## src/rtl/booth_pkg.sv

```systemverilog
package booth_pkg;

    typedef enum logic [1:0] {
        ST_IDLE = 2'd0,
        ST_RUN  = 2'd1,
        ST_DONE = 2'd2
    } state_t;

    typedef enum logic [1:0] {
        OP_NONE = 2'd0,
        OP_ADD  = 2'd1,
        OP_SUB  = 2'd2
    } booth_op_t;

    // Recode the pair (current low bit, previously shifted-out bit)
    function automatic booth_op_t booth_decode(input logic cur, input logic prev);
        booth_op_t op;
        unique case ({cur, prev})
            2'b10:   op = OP_SUB;
            2'b01:   op = OP_ADD;
            default: op = OP_NONE;
        endcase
        return op;
    endfunction

endpackage

```

## src/rtl/booth_ctrl.sv

```systemverilog
module booth_ctrl #(
    parameter int WIDTH = 32
) (
    input  logic clk,
    input  logic rst_n,
    input  logic start,
    output logic load,
    output logic step,
    output logic busy,
    output logic done
);
    import booth_pkg::*;

    localparam int CW = (WIDTH > 1) ? $clog2(WIDTH) : 1;
    localparam logic [CW-1:0] LAST = CW'(WIDTH - 1);

    state_t state_q, state_d;
    logic [CW-1:0] cnt_q;

    // next-state logic
    always_comb begin
        state_d = state_q;
        unique case (state_q)
            ST_IDLE: if (start)         state_d = ST_RUN;   // accept
            ST_RUN:  if (cnt_q == LAST) state_d = ST_DONE;  // last_step
            ST_DONE:                    state_d = ST_IDLE;  // retire
            default:                    state_d = ST_IDLE;
        endcase
    end

    // state register and step counter
    always_ff @(posedge clk) begin
        if (!rst_n) begin
            state_q <= ST_IDLE;
            cnt_q   <= '0;
        end else begin
            state_q <= state_d;
            if (state_q == ST_RUN) cnt_q <= cnt_q + 1'b1;
            else                   cnt_q <= '0;
        end
    end

    // outputs
    always_comb begin
        load = 1'b0;
        step = 1'b0;
        busy = 1'b0;
        done = 1'b0;
        unique case (state_q)
            ST_IDLE: load = start;
            ST_RUN:  begin step = 1'b1; busy = 1'b1; end
            ST_DONE: begin done = 1'b1; busy = 1'b1; end
            default: ;
        endcase
    end


    done_single_chk: assert property (@(posedge clk) disable iff (!rst_n)
        done |=> !done);


    start_while_busy_chk: assert property (@(posedge clk) disable iff (!rst_n)
        (busy && !done && start) |=> busy);


    load_only_idle_chk: assert property (@(posedge clk) disable iff (!rst_n)
        load |=> (busy && !done));

endmodule

```

## src/rtl/booth_datapath.sv

```systemverilog
module booth_datapath #(
    parameter int WIDTH = 32
) (
    input  logic               clk,
    input  logic               rst_n,
    input  logic               load,
    input  logic               step,
    input  logic [WIDTH-1:0]   mcand_in,
    input  logic [WIDTH-1:0]   mplier_in,
    output logic [2*WIDTH-1:0] prod
);
    import booth_pkg::*;

    logic [2*WIDTH-1:0] prod_q;
    logic [WIDTH-1:0]   mcand_q;
    logic               prev_q;
    logic [WIDTH-1:0]   hi_half, lo_half;
    logic [WIDTH:0]     ext_hi, ext_m, sum;
    booth_op_t          op;

    assign hi_half = prod_q[2*WIDTH-1:WIDTH];
    assign lo_half = prod_q[WIDTH-1:0];
    assign ext_hi  = {hi_half[WIDTH-1], hi_half};
    assign ext_m   = {mcand_q[WIDTH-1], mcand_q};
    assign op      = booth_decode(lo_half[0], prev_q);

    // one extra bit keeps the sign right when the multiplicand is the most negative value
    always_comb begin
        unique case (op)
            OP_ADD:  sum = ext_hi + ext_m;
            OP_SUB:  sum = ext_hi - ext_m;
            default: sum = ext_hi;
        endcase
    end

    always_ff @(posedge clk) begin
        if (!rst_n) begin
            prod_q  <= '0;
            mcand_q <= '0;
            prev_q  <= 1'b0;
        end else if (load) begin
            prod_q  <= {{WIDTH{1'b0}}, mplier_in};
            mcand_q <= mcand_in;
            prev_q  <= 1'b0;
        end else if (step) begin
            prod_q  <= {sum, lo_half[WIDTH-1:1]};
            prev_q  <= lo_half[0];
        end
    end

    assign prod = prod_q;


    load_clears_hi_chk: assert property (@(posedge clk) disable iff (!rst_n)
        load |=> (prod_q[2*WIDTH-1:WIDTH] == '0 && prod_q[WIDTH-1:0] == $past(mplier_in) && !prev_q));


    noop_shift_chk: assert property (@(posedge clk) disable iff (!rst_n)
        (step && op == OP_NONE) |=> (prod_q[2*WIDTH-2:0] == $past(prod_q[2*WIDTH-1:1])
                                     && prod_q[2*WIDTH-1] == $past(prod_q[2*WIDTH-1])));


    mcand_hold_chk: assert property (@(posedge clk) disable iff (!rst_n)
        step |=> $stable(mcand_q));


    idle_hold_chk: assert property (@(posedge clk) disable iff (!rst_n)
        (!load && !step) |=> $stable(prod_q));

endmodule

```

## src/rtl/booth_seq_mul.sv

```systemverilog
module booth_seq_mul #(
    parameter int WIDTH = 32
) (
    input  logic             clk,
    input  logic             rst_n,
    input  logic             start,
    input  logic [WIDTH-1:0] op_a,
    input  logic [WIDTH-1:0] op_b,
    output logic             busy,
    output logic             done,
    output logic [WIDTH-1:0] prod_hi,
    output logic [WIDTH-1:0] prod_lo
);
    logic               load, step;
    logic [2*WIDTH-1:0] prod;

    booth_ctrl #(.WIDTH(WIDTH)) u_ctrl (
        .clk   (clk),
        .rst_n (rst_n),
        .start (start),
        .load  (load),
        .step  (step),
        .busy  (busy),
        .done  (done)
    );

    booth_datapath #(.WIDTH(WIDTH)) u_dp (
        .clk       (clk),
        .rst_n     (rst_n),
        .load      (load),
        .step      (step),
        .mcand_in  (op_a),
        .mplier_in (op_b),
        .prod      (prod)
    );

    assign prod_hi = prod[2*WIDTH-1:WIDTH];
    assign prod_lo = prod[WIDTH-1:0];


    done_result_hold_chk: assert property (@(posedge clk) disable iff (!rst_n)
        done |=> $stable({prod_hi, prod_lo}));

endmodule

```

## config.mk

```make
export PLATFORM = sky130hd
export DESIGN_NAME = booth_seq_mul
export DESIGN_NICKNAME = d
export VERILOG_FILES = /design/src/rtl/booth_pkg.sv /design/src/rtl/booth_ctrl.sv /design/src/rtl/booth_datapath.sv /design/src/rtl/booth_seq_mul.sv
export SDC_FILE = /design/constraint.sdc
export NUM_CORES = 1
export LEC_CHECK = 0
export BUFFER_PORTS_ARGS = -buffer_cell sky130_fd_sc_hd__buf_2
export CAP_MARGIN = 10
export CORE_MARGIN = 3
export CORE_UTILIZATION = 51
export CTS_CLUSTER_SIZE = 28
export DETAILED_ROUTE_END_ITERATION = 16
export PLACE_DENSITY = 0.74
export SLEW_MARGIN = 5
export SYNTH_ARGS = -nofsm -noshare
export SYNTH_HDL_FRONTEND = slang
export SYNTH_SLANG_ARGS = --single-unit
```

## constraint.sdc

```tcl
create_clock -name clk -period 6.45 [get_ports clk]
set_clock_uncertainty 0.1 [all_clocks]
set_input_delay 0 -clock clk [delete_from_list [all_inputs] [get_ports clk]]
set_output_delay 0 -clock clk [all_outputs]
set_load 0.05 [all_outputs]
```

### Word level (Yosys, flattened, before mapping)

Cells that the tools add are included.

| word-level totals | value |
|---|---|
| output and inout bits | 66 |
| register bits after elaboration | 104 |
| logic and storage cells | 39 |
| input port bits | 67 |

| operators by class | value |
|---|---|
| reductions and logical operators | 8 |
| muxes and demuxes | 11 |
| $add $sub $neg | 3 |
| equality and inequality tests | 9 |
| bitwise gates (word level) | 1 |

Operator list:

| kind | number |
|---|---|
| $pmux W33 S2 | 1 |
| $mux W32 | 2 |
| $add A32 B32 Y33 | 1 |
| $sub A32 B32 Y33 | 1 |
| $pmux W2 S2 | 2 |
| $eq A2 B1 Y1 const B | 3 |
| $eq A2 B2 Y1 const B | 3 |
| $reduce_and A2 Y1 | 3 |
| $add A5 B1 Y5 const B | 1 |
| $eq A5 B5 Y1 const B | 1 |
| $mux W1 | 4 |
| $mux W2 | 2 |
| $reduce_bool A2 Y1 | 2 |
| $reduce_or A2 Y1 | 2 |
| $logic_not A2 Y1 | 1 |
| $ne A2 B1 Y1 const B | 1 |
| $ne A2 B2 Y1 const B | 1 |
| $not A1 Y1 | 1 |

### Longest topological paths before layout

| depth | value |
|---|---|
| depth after elaboration | 6 |
| mapped depth | 19 |
| mapped depth without buffers | 19 |

### Modules after synthesis

A second synthesis with hierarchy kept.

| unflattened totals | value |
|---|---|
| cells, all modules | 882 |
| area total of the unflattened synthesis | 7093.1 µm² |

Modules (own cells, without submodules):

| module | area each (µm²) | cells each | seq. area each (µm²) | instances |
|---|---|---|---|---|
| booth_datapath | 6744.0 | 847 | 1941.9 | 1 |
| booth_ctrl | 349.1 | 35 | 140.1 | 1 |

### Worst setup path after synthesis

No wires, ideal clock.

| timing | value |
|---|---|
| path type | reg2reg |
| start point | reg u_dp.mcand_q[13] |
| end point | reg u_dp.prod_q[63] (netlist: u_dp.prod[63]) |
| arrival | 3.711 ns |
| slack | 2.511 ns |
| path buffers | 1 |
| cell stages (with the launch flop) | 20 |
| cell sequence | dfxtp_1 or4_4 nor3_2 nand2b_1 or3_1 nor2_1 nand2_1 nor2_2 a21oi_1 xnor2_1 ha_1 clkbuf_1 o21a_1 o21a_1 o21ai_0 a31o_2 o41ai_1 and3b_1 xor2_1 nor2_1 |

| between the ends | value |
|---|---|
| word-level cells in the longest chain between the ends | 2 |
| elaborated cells on any way between the ends | 3 |

Ends and longest elaborated chain:

| item | RTL line | RTL |
|---|---|---|
| start: declaration | booth_datapath.sv:15 | `logic [WIDTH-1:0] mcand_q;` |
| start signal: assignment | booth_datapath.sv:43 | `mcand_q <= mcand_in;` |
| $sub A32 B32 Y33 / $add A32 B32 Y33 (equally long branches) | booth_datapath.sv:31, booth_datapath.sv:30 |  |
| $pmux W33 S2 (*) | booth_datapath.sv:29 | `unique case (op)` |
| end signal: assignment | booth_datapath.sv:42 | `prod_q <= {{WIDTH{1'b0}}, mplier_in};` |
| end signal: assignment | booth_datapath.sv:46 | `prod_q <= {sum, lo_half[WIDTH-1:1]};` |
| end: declaration | booth_datapath.sv:14 | `logic [2*WIDTH-1:0] prod_q;` |

Every way passes the cells marked *; elsewhere a longest branch is shown, timed or not.
A chain may end at the register's enable or synchronous reset.

### Worst setup path after layout

| timing | value |
|---|---|
| start point | reg u_dp.prod_q[0] (netlist: u_dp.prod[0]) |
| end point | reg u_dp.prod_q[49] (netlist: u_dp.prod[49]) |

| between the ends | value |
|---|---|
| word-level cells in the longest chain between the ends | 4 |
| elaborated cells on any way between the ends | 6 |

Ends and longest elaborated chain:

| item | RTL line | RTL |
|---|---|---|
| $eq A2 B1 Y1 / $eq A2 B2 Y1 (equally long branches) | booth_pkg.sv:18 | `unique case ({cur, prev})` |
| $pmux W2 S2 (*) | booth_pkg.sv:18 |  |
| $eq A2 B2 Y1 / $eq A2 B1 Y1 (equally long branches) | booth_datapath.sv:29 |  |
| $pmux W33 S2 (*) | booth_datapath.sv:29 |  |

Marked as above.

==> reports/summary.txt <==
CP Launch Type - flip-flop
Worst setup EP type - flip-flop
M1 WL - 8.51 mm
Clk pwr share - 22.8%
Status - finished clean
Initial core utilization - 53.4%
Final Hold Viols - 0
Setup ws final - 2.22 ns
Synth top area share - 30.2%
Mux contribution to synthesized area - 6.09%
Pre-Repair DR Iteration Count - 7
Internal power - 1.41 mW
DR vias - 6,615
Number of synthesized flops with an enable pin - 0
P&R area growth vs syn - 24.5%
Critical-path cell list - ha_1 -> mux2i_1 -> fa_1 -> a21o_2 -> a221o_1 -> a221o_2 -> nor3_1 -> o21bai_1 -> xnor2_1 -> o211ai_1 -> o21ai_0 -> nor2_1
CTS tree - done
Routed Antenna Nets - 0
RePlAce Congestion - 0.898
Worst Setup Path Type - flip-flop to flip-flop
# rows - 41
Mean Syn Cell Area - 8.16 µm²
CTS max path bufs - 2
Fin nets - 1,120
Largest family of logic cells by synthesized area - compound AO/OA/AOI/OAI gates
Slew @ Worst Pin - 1.16 ns
H-tree levels - 3
Largest net degree at the start of global routing - 90
Sw Pwr - 1.04 mW
Yosys warning total - 0
Drt total wl - 19.0 mm
DIE AREA - 15,000 µm²
Yosys reg bits - 104
Share of cells above drive strength 1 - 17.9%
Post-Synthesis Cell Area - 6910 µm²
Compound-cell area share of the yosys netlist - 25.7%
ANT cells - 0
Slew Limit Fails - 0
RSZ-0062 raised after global routing - no
Total power - 2.45 mW
Adder-Cell Fraction of Synth Area - 7.54%
Initial DRC Count - 366
Chip width - 122 µm
Core area - 12,900 µm²
Vias in the first global route - 6,267
Synth Net Count - 954
Pwr dens - 285 nW/µm²
Fmax - 0.237 GHz
LEAKAGE - 4.06 nW
Post-route DRC violation count - 0
GRT Total Usage - 25.7%
Ys flop type - dfxtp_1
Port bufs - 132
Setup-failing EPs final - 0
Synth cell types - 69
Power share of the sequential group - 31.7%
Post-Synth XOR/XNOR Area - 7.61%
Worst Path Max Fanout - 33
Min Tclk post-route - 4.23 ns
Delay-heaviest family, CP - adder cells
Buffers plus inverters on the worst setup path - 0
Hold Path Class - input port to flip-flop
Sinks on Clock Net - 104
Cells after Synth - 846
Slowest library cell on the worst path - ha_1
Post-CTS sizing - 0
Hold Worst Slack - 0.205 ns
DR WL met3 - 1.28 mm
Initial antenna violation count - 0
First-pass GRT wire length - 31.1 mm
Sw Ratio - 42.4%
Total gr overflow - 0
Comb power frac - 45.5%
Post-Place Worst Slack - 2.29 ns
Synth top cells by count - nand2_1 (142), dfxtp_1 (104), a21oi_1 (67)
Register area share after synthesis - 30.2%
Max Cap Viol - 0
Met2 routed WL - 8.84 mm
Crit path DAT - 4.40 ns
Die H - 122 µm
Synth Area in Simple Gates - 18.2%
Worst path max stage delay - 0.91 ns
Hpwl dp - 12.5 mm
Wirelength per Cell - 16.0 µm
FILL cells - 1,093
Asr flop ratio synth - 0%
CTS buffer count - 9
Maximum vdd drop - 0.236 mV
Setup tns final - 0 ns
I/O Pins - 133
Uppermost layer routed - met4
Clk root buf - clkbuf_16
CP required - 6.63 ns
Worst slew margin - 22.8%
Most frequent cell after synthesis - nand2_1
Top cells by area, synth - dfxtp_1 (30%), nand2_1 (7.7%), ha_1 (7.2%), mux2i_1 (6.1%), xnor2_1 (6.0%)
Clock transition at path regs - 0.08 ns
Post-synth top area cell - dfxtp_1
Vias per inst - 5.56
Tcrit/Tclk final - 65.5%
Worst-Skew Late Latency - 0.36 ns
## cell families after synthesis
family,after synthesis
simple gates,275
compound gates,249
flops,104
buf+inv,75
xor+xnor,60
mux,42
fa+ha+maj,41
## power by group through the flow
stage | clock, mW | combinational (mW) | sequential (mW)
after global placement | 0 | 1.05 | 0.788
after detailed placement | 0 | 1.06 | 0.789
after global routing | 0.596 | 1.22 | 0.786
after CTS | 0.572 | 1.10 | 0.774
final | 0.560 | 1.12 | 0.778
after floorplan | 0 | 0.717 | 0.928
## routing by layer
layer	vias to the layer above	global-route usage, %
li1	3334	-
met1	3032	33.8
met2	218	42.0
met3	31	6.68
met4	0	6.79
met5	-	0
## flip-flops by register name, indices dropped and copies added (netlist names)
| signal | count |
|---|---|
| u_ctrl.state_q | 2 |
| u_ctrl.cnt_q | 5 |
| u_dp.prod | 64 |
| u_dp.prev_q | 1 |
| u_dp.mcand_q | 32 |
## layout make-up
type | instances | area (µm²) | area share [%]
multi-input cells | 667 | 4510 | 52.5
flip-flops and latches | 104 | 2080 | 24.2
repair buffers | 207 | 1400 | 16.3
clock buffers | 10 | 239 | 2.78
well taps | 172 | 215 | 2.50
inverters | 23 | 86.3 | 1.00
clock inverters | 6 | 61.3 | 0.713
## metrics by stage
step           instances  cell area, µm²  utilization (%)
2_1_floorplan        846            6910                -
3_3_place_gp        1102            7580             58.7
3_5_place_dp        1102            7580             58.7
4_1_cts             1189            8600             66.5
5_1_grt             1189            8600             66.5
6_report            1189            8600             66.5
## timing repair
action,CTS,global route
buffers inserted,0,0
endpoints found under the hold margin,65,0
hold buffers,71,0
## path summary, 6_finish.rpt
kind / start / to / slack (ns) / cells after the start
worst max register to register: u_dp.prod[0] / u_dp.prod[49] / 2.22 / 12
worst min register to register: u_ctrl.cnt_q[0] / u_ctrl.cnt_q[0] / 0.36 / 1
worst max-delay path: u_dp.prod[0] / u_dp.prod[49] / 2.22 / 12
worst min-delay path: rst_n / u_dp.prod[6] / 0.21 / 3
## worst reg2reg max path, stage by stage, from the launching register on
cell      delay (ns)
dfxtp_1         0.39
ha_1            0.91
mux2i_1         0.28
fa_1            0.51
a21o_2          0.23
a221o_1         0.30
a221o_2         0.46
nor3_1          0.29
o21bai_1        0.16
xnor2_1         0.15
o211ai_1        0.15
o21ai_0         0.11
nor2_1          0.10
## layout by cell type (no fill, tap or decap), types with 3 or more instances in the layout
| master | count |
|---|---|
| a21oi_1 | 67 |
| o211ai_1 | 13 |
| and3_1 | 6 |
| nand2_1 | 141 |
| inv_1 | 22 |
| buf_4 | 4 |
| nor4_1 | 5 |
| a21o_2 | 6 |
| a21o_1 | 15 |
| o211a_1 | 34 |
| inv_6 | 3 |
| dfxtp_1 | 104 |
| nor2b_1 | 11 |
| and2_2 | 3 |
| nand3b_1 | 4 |
| nand2b_1 | 4 |
| a31o_2 | 3 |
| ha_1 | 39 |
| mux2i_1 | 42 |
| dlygate4sd3_1 | 71 |
| nand3_1 | 6 |
| xor2_1 | 13 |
| a31oi_1 | 11 |
| a21boi_0 | 33 |
| a211oi_1 | 4 |
| nand4_1 | 7 |
| o21ai_0 | 31 |
| o21a_1 | 4 |
| o21bai_1 | 4 |
| nor3_1 | 11 |
| clkbuf_16 | 9 |
| xnor2_1 | 47 |
| nor2_1 | 56 |
| and2_1 | 4 |
| buf_2 | 132 |
No activity file was read; power rests on OpenSTA's default activity.
